<file path="src/rtl/mir_rx_pkg.sv">
package mir_rx_pkg;
  // run of ones that precedes the closing zero of a flag
  localparam int FLAG_RUN = 6;
  localparam logic [15:0] CRC_POLY_REV = 16'h8408;
  localparam logic [15:0] CRC_INIT     = 16'hFFFF;
  localparam logic [15:0] CRC_RESIDUE  = 16'hF0B8;

  typedef enum logic {ST_HUNT = 1'b0, ST_FRAME = 1'b1} rxState_t;

  // classification of the current line bit
  typedef struct packed {
    logic isFlag;
    logic isAbort;
    logic isData;
  } lineEvt_t;

  // control -> datapath strobes
  typedef struct packed {
    logic clear;
    logic push;
    logic emitLast;
  } dpStrobe_t;

  // datapath -> control frame state
  typedef struct packed {
    logic anyBits;
    logic aligned;
    logic enough;
    logic haveHeld;
    logic crcGood;
    logic overflow;
  } dpStatus_t;
endpackage

</file>
<file path="src/rtl/mir_rx_linedec.sv">
module mir_rx_linedec
  import mir_rx_pkg::*;
(
  input  logic     clk,
  input  logic     rstN,
  input  logic     bitStrobe,
  input  logic     flush,
  input  logic     bitIn,
  output lineEvt_t evt
);
  localparam int CNT_W = $clog2(FLAG_RUN + 2);
  localparam logic [CNT_W-1:0] FLAG_CNT  = CNT_W'(FLAG_RUN);
  localparam logic [CNT_W-1:0] STUFF_CNT = CNT_W'(FLAG_RUN - 1);
  localparam logic [CNT_W-1:0] ABORT_CNT = CNT_W'(FLAG_RUN + 1);

  logic [CNT_W-1:0] onesCnt;

  always_comb begin
    evt = '0;
    if (bitIn) begin
      if (onesCnt >= FLAG_CNT) evt.isAbort = 1'b1;
      else                     evt.isData  = 1'b1;
    end else if (onesCnt == FLAG_CNT) begin
      evt.isFlag = 1'b1;
    end else if (onesCnt != STUFF_CNT) begin
      evt.isData = 1'b1;
    end
  end

  always_ff @(posedge clk) begin
    if (!rstN || flush) begin
      onesCnt <= '0;
    end else if (bitStrobe) begin
      if (!bitIn)                    onesCnt <= '0;
      else if (onesCnt != ABORT_CNT) onesCnt <= onesCnt + 1'b1;
    end
  end
endmodule

</file>
<file path="src/rtl/mir_rx_datapath.sv">
module mir_rx_datapath
  import mir_rx_pkg::*;
#(
  parameter int MAX_PAYLOAD = 64
) (
  input  logic       clk,
  input  logic       rstN,
  input  logic       bitIn,
  input  dpStrobe_t  ctl,
  output dpStatus_t  st,
  output logic       outValid,
  output logic [7:0] outData,
  output logic       outLast
);
  localparam int PIPE_D = FLAG_RUN + 1;           // bits of a flag seen before it is recognised
  localparam int FILL_W = $clog2(PIPE_D + 1);
  localparam int HOLD_N = 3;                      // two CRC bytes plus the candidate last byte
  localparam int CNT_W  = $clog2(MAX_PAYLOAD + 3);
  localparam logic [CNT_W-1:0] CNT_LIMIT = CNT_W'(MAX_PAYLOAD + 2);
  localparam logic [FILL_W-1:0] FILL_FULL = FILL_W'(PIPE_D);

  logic [PIPE_D-1:0] pipe;
  logic [FILL_W-1:0] fill;
  logic              popAny;
  logic [6:0]        shLow;
  logic [2:0]        bitPos;
  logic [CNT_W-1:0]  byteCnt;
  logic [15:0]       crc;
  logic [7:0]        held [HOLD_N];

  logic       pipeFull, popBit;
  logic [7:0] newByte;

  function automatic logic [15:0] crcStep(input logic [15:0] c, input logic b);
    return (c >> 1) ^ ((c[0] ^ b) ? CRC_POLY_REV : 16'h0000);
  endfunction

  assign pipeFull = (fill == FILL_FULL);
  assign popBit   = pipe[PIPE_D-1];
  assign newByte  = {popBit, shLow};

  always_comb begin
    st.anyBits  = popAny;
    st.aligned  = (bitPos == 3'd0);
    st.enough   = (byteCnt >= CNT_W'(2));
    st.haveHeld = (byteCnt >= CNT_W'(HOLD_N));
    st.crcGood  = (crc == CRC_RESIDUE);
    st.overflow = pipeFull && (bitPos == 3'd7) && (byteCnt == CNT_LIMIT);
  end

  always_ff @(posedge clk) begin
    if (!rstN) begin
      outValid <= 1'b0;
      outLast  <= 1'b0;
      outData  <= '0;
      pipe     <= '0;
      fill     <= '0;
      popAny   <= 1'b0;
      shLow    <= '0;
      bitPos   <= '0;
      byteCnt  <= '0;
      crc      <= CRC_INIT;
      for (int i = 0; i < HOLD_N; i++) held[i] <= '0;
    end else begin
      outValid <= 1'b0;
      outLast  <= 1'b0;
      if (ctl.emitLast) begin
        outValid <= 1'b1;
        outLast  <= 1'b1;
        outData  <= held[HOLD_N-1];
      end
      if (ctl.clear) begin
        fill    <= '0;
        popAny  <= 1'b0;
        bitPos  <= '0;
        byteCnt <= '0;
        crc     <= CRC_INIT;
      end else if (ctl.push) begin
        pipe <= {pipe[PIPE_D-2:0], bitIn};
        if (!pipeFull) begin
          fill <= fill + 1'b1;
        end else begin
          popAny <= 1'b1;
          crc    <= crcStep(crc, popBit);
          shLow  <= newByte[7:1];
          bitPos <= bitPos + 1'b1;
          if (bitPos == 3'd7) begin
            byteCnt <= byteCnt + 1'b1;
            held[0] <= newByte;
            for (int i = 1; i < HOLD_N; i++) held[i] <= held[i-1];
            if (st.haveHeld) begin
              outValid <= 1'b1;
              outData  <= held[HOLD_N-1];
            end
          end
        end
      end
    end
  end
endmodule

</file>
<file path="src/rtl/mir_rx_control.sv">
module mir_rx_control
  import mir_rx_pkg::*;
(
  input  logic      clk,
  input  logic      rstN,
  input  logic      rxEnable,
  input  logic      bitValid,
  input  lineEvt_t  evt,
  input  dpStatus_t st,
  input  logic      statusClear,
  output dpStrobe_t ctl,
  output logic      frameEnd,
  output logic      abortFlag,
  output logic      crcErrFlag,
  output logic      lenErrFlag
);
  rxState_t state, nextState;
  logic setAbort, setCrc, setLen, endNow;

  always_comb begin
    nextState = state;
    ctl       = '0;
    setAbort  = 1'b0;
    setCrc    = 1'b0;
    setLen    = 1'b0;
    endNow    = 1'b0;
    if (!rxEnable) begin
      ctl.clear = 1'b1;
      nextState = ST_HUNT;
    end else if (bitValid) begin
      unique case (state)
        ST_HUNT: begin
          if (evt.isFlag) begin
            ctl.clear = 1'b1;
            nextState = ST_FRAME;
          end
        end
        ST_FRAME: begin
          if (evt.isFlag) begin
            ctl.clear = 1'b1;
            if (st.anyBits) begin
              endNow = 1'b1;
              if (!st.aligned || !st.enough) setLen = 1'b1;
              else if (!st.crcGood)          setCrc = 1'b1;
              if (st.aligned && st.haveHeld) ctl.emitLast = 1'b1;
            end
          end else if (evt.isAbort) begin
            ctl.clear = 1'b1;
            nextState = ST_HUNT;
            setAbort  = st.anyBits;
          end else if (evt.isData) begin
            if (st.overflow) begin
              ctl.clear = 1'b1;
              nextState = ST_HUNT;
              setLen    = 1'b1;
            end else begin
              ctl.push = 1'b1;
            end
          end
        end
        default: nextState = ST_HUNT;
      endcase
    end
  end

  always_ff @(posedge clk) begin
    if (!rstN) begin
      state      <= ST_HUNT;
      frameEnd   <= 1'b0;
      abortFlag  <= 1'b0;
      crcErrFlag <= 1'b0;
      lenErrFlag <= 1'b0;
    end else begin
      state      <= nextState;
      frameEnd   <= endNow;
      abortFlag  <= (abortFlag  & ~statusClear) | setAbort;
      crcErrFlag <= (crcErrFlag & ~statusClear) | setCrc;
      lenErrFlag <= (lenErrFlag & ~statusClear) | setLen;
    end
  end
endmodule

</file>
<file path="src/rtl/mir_rx_deframer.sv">
module mir_rx_deframer
  import mir_rx_pkg::*;
#(
  parameter int MAX_PAYLOAD = 64
) (
  input  logic       clk,
  input  logic       rstN,
  input  logic       rxEnable,
  input  logic       bitValid,
  input  logic       bitIn,
  input  logic       statusClear,
  output logic       outValid,
  output logic [7:0] outData,
  output logic       outLast,
  output logic       frameEnd,
  output logic       abortFlag,
  output logic       crcErrFlag,
  output logic       lenErrFlag
);
  lineEvt_t  lineEvt;
  dpStrobe_t dpCtl;
  dpStatus_t dpSt;

  mir_rx_linedec lineDecI (
    .clk       (clk),
    .rstN      (rstN),
    .bitStrobe (bitValid & rxEnable),
    .flush     (~rxEnable),
    .bitIn     (bitIn),
    .evt       (lineEvt)
  );

  mir_rx_control controlI (
    .clk         (clk),
    .rstN        (rstN),
    .rxEnable    (rxEnable),
    .bitValid    (bitValid),
    .evt         (lineEvt),
    .st          (dpSt),
    .statusClear (statusClear),
    .ctl         (dpCtl),
    .frameEnd    (frameEnd),
    .abortFlag   (abortFlag),
    .crcErrFlag  (crcErrFlag),
    .lenErrFlag  (lenErrFlag)
  );

  mir_rx_datapath #(.MAX_PAYLOAD(MAX_PAYLOAD)) datapathI (
    .clk      (clk),
    .rstN     (rstN),
    .bitIn    (bitIn),
    .ctl      (dpCtl),
    .st       (dpSt),
    .outValid (outValid),
    .outData  (outData),
    .outLast  (outLast)
  );
endmodule

</file>
<file path="config.mk">
export PLATFORM = sky130hd
export DESIGN_NAME = mir_rx_deframer
export DESIGN_NICKNAME = d
export VERILOG_FILES = /design/src/rtl/mir_rx_pkg.sv /design/src/rtl/mir_rx_linedec.sv /design/src/rtl/mir_rx_datapath.sv /design/src/rtl/mir_rx_control.sv /design/src/rtl/mir_rx_deframer.sv
export SDC_FILE = /design/constraint.sdc
export NUM_CORES = 1
export LEC_CHECK = 0
export ABC_AREA = 1
export CORE_AREA = 2 2 86 88
export CTS_BUF_LIST = sky130_fd_sc_hd__clkbuf_16
export CTS_CLUSTER_SIZE = 8
export DETAILED_ROUTE_END_ITERATION = 7
export DIE_AREA = 0 0 88 90
export DONT_BUFFER_PORTS = 1
export PLACE_DENSITY = 0.71
export RECOVER_POWER = 25
export SLEW_MARGIN = 10
export SYNTH_ARGS = -nofsm -noshare
export SYNTH_HDL_FRONTEND = slang
export SYNTH_SLANG_ARGS = --single-unit
</file>
<file path="constraint.sdc">
create_clock -name clk -period 2.75 [get_ports clk]
set_input_delay 0.275 -clock clk [delete_from_list [all_inputs] [get_ports clk]]
set_output_delay 0.275 -clock clk [all_outputs]
set_load 0.02 [all_outputs]
</file>
==> results of run 1 <==
[state kept, by name (all words and copies together), names as in the netlist, 3 cells and up]
name,flops
datapathI.bitPos,3
datapathI.byteCnt,7
datapathI.crc,16
datapathI.fill,3
datapathI.held,24
datapathI.outData,8
datapathI.pipe,7
datapathI.shLow,7
lineDecI.onesCnt,3
[synthesized netlist by cell type, types with 2 or more instances]
library cell / number
a211oi_1: 3
a21oi_1: 35
buf_2: 4
buf_4: 5
buf_6: 2
clkbuf_1: 2
dfxtp_1: 62
edfxtp_1: 24
ha_1: 11
inv_1: 57
inv_2: 4
nand2_1: 123
nand2_2: 2
nand3_1: 22
nand3_2: 2
nand4_1: 5
nor2_1: 43
nor2_2: 15
nor3_1: 4
nor4_1: 2
o21ai_0: 11
or2_2: 2
xnor2_1: 5
xor2_1: 2
[metal layers]
metal / wire length, µm / GRT usage (%)
met3: 237 / 4.96
met2: 2990 / 26.1
met1: 2930 / 22.7
met5: 0 / 0
met4: 91 / 6.54
[through the flow]
stage	util, %	hold slack, ns	cell area, µm²
after global placement	53.9	0.401	3790
final	58.0	0.0498	4070
after floorplan	-	0.426	3700
after detailed placement	53.9	0.405	3790
after CTS	58.2	0.0329	4090
after global routing	58.0	0.0395	4070
[worst register-to-register path, cell delays in order (launching register included)]
cell	delay [ns]
dfxtp_1	0.32
ha_1	0.20
ha_1	0.22
nand2_1	0.13
inv_1	0.07
nand2_1	0.07
nor2_1	0.06
nor2_1	0.21
nand2_2	0.22
nor2_4	0.13
inv_1	0.12
nand2_1	0.13
buf_12	0.18
[final timing paths]
kind,endpoint,slack (ns),cells after the start
hold / removal,datapathI.outData[4],0.05,2
setup / recovery,datapathI.held[0][2],0.41,12
setup reg to reg,datapathI.held[0][2],0.41,12
hold reg to reg,datapathI.popAny,0.45,2
[cell type report]
cell class	instances	area [µm²]
clock buffer	9	225
inverter	62	233
sequential	86	1960
timing repair buffer	5	46.3
tap	99	124
clock inverter	7	73.8
multi-input combinational	290	1410
fill	603	2950
[kinds of logic after synthesis]
family,after synthesis,share of synthesized area [%]
buf+inv,75,8.66
xor+xnor,7,1.66
compound gates,50,7.03
flops,86,53.0
simple gates,222,25.9
fa+ha+maj,11,3.72
[layout by cell type, fill, tap and decap left out, drive strengths merged]
cell type	instances
nand2	126
inv	65
dfxtp	62
nor2	59
a21oi	35
edfxtp	24
nand3	24
o21ai	11
ha	11
clkbuf	10
xnor2	5
nand4	5
nor3	4
buf	4
clkinv	4
a211oi	3
xor2	2
or2	2
nor4	2
o21bai	1
[power breakdown]
part           total (µW)  switching, µW  internal, µW
Combinational        45.5           32.5          13.0
Clock                1180            541           642
Sequential           1320           6.58          1320
Total                2550            580          1970
==> results by group, run 1 <==
STA
  • Layout Skew: about 0.0077 ns
  • Fin crit share: a little under nine tenths
  • Max-Slew Margin vs Limit: 55.7%
  • Slew @ Worst Pin: 0.664 ns
  • # setup viols final: 0
  • FMAX: about 430 MHz
  • Pins over their slew limit: 0
  • Fin worst setup slack: 0.410 ns
  • Hold Violations, Final: 0
  • Setup TNS: 0 ns
  • Tmin final: ~2.3 ns
  • RSZ-0062 raised after global routing: false

Floorplanning
  • Rows: 31
  • Initial Util: around 53%
  • Core ar.: 7020 µm²
  • Chip width: 88 µm
  • Die Span Y: 90 µm
  • Num ports: 20
  • Die area: 7920 µm²

Placement
  • GPL Wtd Cong: 0.878
  • Final HPWL DP: 4.27 mm
  • Post-place setup slack: 0.513 ns
  • Inst Count DP: around 540
  • PortBufs: 0

Route
  • Vias/cell: 4.83
  • Vias: between 2,000 and 3,000
  • Final WL: about 6.2 mm
  • # DRC: 0
  • Final ANT Viol Nets: 0
  • First DRT Iteration DRCs: 104
  • Drt first pass iters: 4
  • WL/cell: around 11 µm

CTS
  • CTS resizes: 0
  • CTS tree: yes
  • Worst-path clk slew: approximately 0.070 ns
  • Clock Latency Late Sink: 0.34 ns
  • Deepest clock path buffer count: 2
  • CTS Sinks: 86
  • CTS Hold Buffers Added: 0
  • Total CTS buffers: 9
  • H-Tree Depth: 3
  • Clock Tree Root: clkbuf_16
  • # Post-CTS Setup Buffers: 0

Critical path
  • Max incr delay on CP: ~0.32 ns
  • Required time of the worst setup path: 2.80 ns
  • Critical-path maximum fanout: 24
  • Crit-path cells: ha_1 -> ha_1 -> nand2_1 -> inv_1 -> nand2_1 -> nor2_1 -> nor2_1 -> nand2_2 -> nor2_4 -> inv_1 -> nand2_1 -> buf_12
  • CP startpoint kind: flop
  • CP delay by family, top: simple AND/OR/NAND/NOR gates
  • Buf/Inv on CP: 3
  • Crit-path slowest cell: dfxtp_1
  • CP endpoint kind: flop
  • Reg-to-Reg Start: datapathI.fill[0]
  • CP dominant cell by count: nand2_1
  • CP Launch Point: datapathI.fill[0]
  • Crit path DAT: 2.39 ns
  • Crit Path Category: reg -> reg

Power
  • Cell Pwr Density: 627 nW/µm²
  • Max VDD drop: around 0.33 mV
  • Leakage: 0.00176 µW
  • Tot Pwr: 2550 µW

Global routing
  • Largest net degree at the start of global routing: 25
  • First-pass GRT wire length: 10.7 mm
  • Number of global-route vias before repair: roughly 2,400
  • Gr usage total: 17.1%
  • Initial antenna violation count: 0
  • Remaining Overflow, GRT: 0

Yosys
  • Area leader, netlist: dfxtp_1
  • Number of synthesized flops with an enable pin: 24
  • Synth Flop Type: dfxtp_1
  • Synth Register Bits: 86
  • Post-synth ARST share: 0%
  • Largest cells by area after synthesis: dfxtp_1 (34%), edfxtp_1 (19%), nand2_1 (12%)
  • Mean Syn Cell Area: 8.20 µm²
  • Ys Warns: 0
  • Net Count, Synth: 468
  • Post-synth cell types: 28
  • Register area share after synthesis: 53.0%
  • Mapped cell area: between 3000 and 4000 µm²
  • Post-synth top area share: between 30% and 40%
  • Syn Inst Count: between 400 and 500

Outcome
  • Status: finished, final reports clean

Finish
  • Share of cells above drive strength 1: 9.15%
  • Nets: between 400 and 500
  • Antenna cells: 0
  • Final cell count without fillers: 558
  • Area delta synth->final: 9.98%

Hold path
  • Type of the tightest min-delay check: in -> reg
  • Hold_sp: rstN

Run
  • Max cap viols: 0
(Power assumes the default switching activity.)
==> run 2: changes to the inputs <==
==> constraint.sdc (replaced) <==
create_clock -name clk -period 3 [get_ports clk]
set_input_delay 0.3 -clock clk [delete_from_list [all_inputs] [get_ports clk]]
set_output_delay 0.3 -clock clk [all_outputs]
set_load 0.02 [all_outputs]
==> run 2 against run 1 <==
Compared with the run above: combinational power down 15%; clock power down 5%; utilization down 0.29 points; count of clock-buffer cells in the layout unchanged; cell count down 0.54%; power down 7.0%; die area unchanged; setup slack worse by 0.071 ns; via count down 2.3%; register-to-register slack worse by 0.07 ns; sequential share of layout area up 0.24 points; clock skew about the same.
==> results by group, run 2 (same netlist as run 1, synthesis figures left out) <==
Outcome
  • Status: finished, final reports clean

STA
  • Fin worst setup slack: 0.339 ns (-0.0708 ns)
  • Layout Skew: 0.00757 ns (-0.0000962 ns)
  • Tmin final: 2.66 ns (+0.321 ns)
  • FMAX: 376 MHz (-12%)
  • Setup TNS: 0 ns (unchanged)
  • Slew @ Worst Pin: 0.431 ns (-0.233 ns)
  • Pins over their slew limit: 0 (unchanged)
  • Max-Slew Margin vs Limit: 71.2% (+16 points)
  • # setup viols final: 0 (unchanged)
  • Hold Violations, Final: 0 (unchanged)
  • Fin crit share: 88.7% (+3.6 points)
  • RSZ-0062 raised after global routing: false

Route
  • # DRC: 0 (unchanged)
  • Final ANT Viol Nets: 0 (unchanged)
  • First DRT Iteration DRCs: 107 (+2.9%)
  • Drt first pass iters: 4 (unchanged)
  • Vias/cell: 4.74 (-1.8%)
  • Final WL: 6.09 mm (-2.4%)
  • Vias: 2,632 (-2.3%)
  • WL/cell: 11.0 µm (-1.9%)

Floorplanning
  • Core ar.: 7020 µm² (unchanged)
  • Rows: 31 (unchanged)
  • Die Span Y: 90 µm (unchanged)
  • Die area: 7920 µm² (unchanged)
  • Num ports: 20 (unchanged)
  • Initial Util: 52.7% (unchanged)
  • Chip width: 88 µm (unchanged)

Finish
  • Most frequent cells in the layout: nand2_1 (123), dfxtp_1 (62), inv_1 (58)
  • Largest registers: datapathI.held (24), datapathI.crc (16), datapathI.outData (8)
  • Share of cells above drive strength 1: 8.99% (-0.16 points)
  • Antenna cells: 0 (unchanged)
  • Biggest register: datapathI.held
  • Commonest non-fill, non-tap cell in the layout: nand2_1
  • Max reg flops: 24 (unchanged)
  • Nets: 468 (-0.64%)
  • Fillers: 618 (+2.5%)
  • Area delta synth->final: 9.44%

Placement
  • Final HPWL DP: 4.05 mm (-5.1%)
  • PortBufs: 0 (unchanged)
  • Post-place setup slack: 0.456 ns (-0.0570 ns)
  • GPL Wtd Cong: 0.794 (-9.6%)

Critical path
  • Critical-path maximum fanout: 24 (unchanged)
  • Required time of the worst setup path: 3.01 ns (+0.21 ns)
  • Crit path DAT: 2.67 ns (+0.28 ns)
  • CP endpoint kind: flop
  • Crit Path Category: reg -> reg
  • CP startpoint kind: flop

Run
  • Max cap viols: 0 (unchanged)

CTS
  • Deepest clock path buffer count: 2 (unchanged)
  • Clock Tree Root: clkbuf_16
  • CTS resizes: 0 (unchanged)
  • Total CTS buffers: 9 (unchanged)
  • Clock Latency Late Sink: 0.34 ns (about the same)
  • Worst-path clk slew: 0.07 ns (about the same)
  • CTS tree: yes
  • CTS Hold Buffers Added: 0 (unchanged)
  • # Post-CTS Setup Buffers: 0 (unchanged)
  • H-Tree Depth: 3 (unchanged)
  • CTS Sinks: 86 (unchanged)

Global routing
  • Remaining Overflow, GRT: 0 (unchanged)
  • First-pass GRT wire length: 10.5 mm (-1.7%)
  • Number of global-route vias before repair: 2,409 (+0.042%)
  • Initial antenna violation count: 0 (unchanged)
  • Largest net degree at the start of global routing: 25 (unchanged)
  • Gr usage total: 16.8% (-0.29 points)

Power
  • Max VDD drop: 0.361 mV (+8.0%)
  • Leakage: 0.00174 µW (-1.0%)
  • Cell Pwr Density: 587 nW/µm² (-6.5%)

Hold path
  • Type of the tightest min-delay check: in -> reg
-- run 2: path summary, 6_finish.rpt --
| path | endpoint | cells past startpoint | start | slack [ns] |
|---|---|---|---|---|
| max | datapathI.held[0][23] | 12 | datapathI.fill[0] | 0.34 |
| min | datapathI.outData[4] | 2 | rstN | 0.08 |
| max reg2reg | datapathI.held[0][23] | 12 | datapathI.fill[0] | 0.34 |
| min reg2reg | datapathI.shLow[0] | 2 | datapathI.shLow[0] | 0.45 |
-- run 2: through the flow --
stage | std cells | hold WS, ns | area [µm²] | utilization (%) | power [µW]
CTS | 555 | 0.0701 | 4060 | 57.8 | 2390
finish | 555 | 0.0829 | 4050 | 57.7 | 2370
global route | 555 | 0.0734 | 4050 | 57.7 | 2440
global placement | 539 | 0.426 | 3750 | 53.4 | 1280
floorplan | 451 | 0.426 | 3700 | - | 1270
detailed placement | 539 | 0.430 | 3750 | 53.4 | 1280
-- run 2: layout make-up --
type	instances	area, µm²	share of cell area, %
Clock buffer	9	225	5.56
Clock inverter	7	80.1	1.98
Timing Repair Buffer	2	15.0	0.371
Tap cell	99	124	3.06
Inverter	62	233	5.75
Multi-Input combinational cell	290	1410	34.8
Sequential cell	86	1960	48.5
-- run 2: power breakdown --
group          total [µW]  internal (µW)  switching, µW
Combinational        38.7           10.0           28.7
Clock                1120            653            469
Sequential           1210           1210           5.64
-- run 2: worst max-delay path: stages, from the launching register on --
cell     delay [ns]
dfxtp_1        0.33
ha_1           0.21
ha_1           0.22
nand2_1        0.13
inv_1          0.07
nand2_1        0.06
nor2_1         0.05
nor2_1         0.21
nand2_2        0.22
nor2_4         0.28
inv_1          0.18
nand2_1        0.09
buf_4          0.29
-- run 2: metal layers --
layer  share of wire (%)  vias to the layer above  GRT usage (%)
met2                  46                       31           26.6
met3                 2.7                        9           3.21
met5                   0                        -              0
met1                  49                     1174           21.4
met4                 2.2                        0           8.97
li1                    -                     1418              -
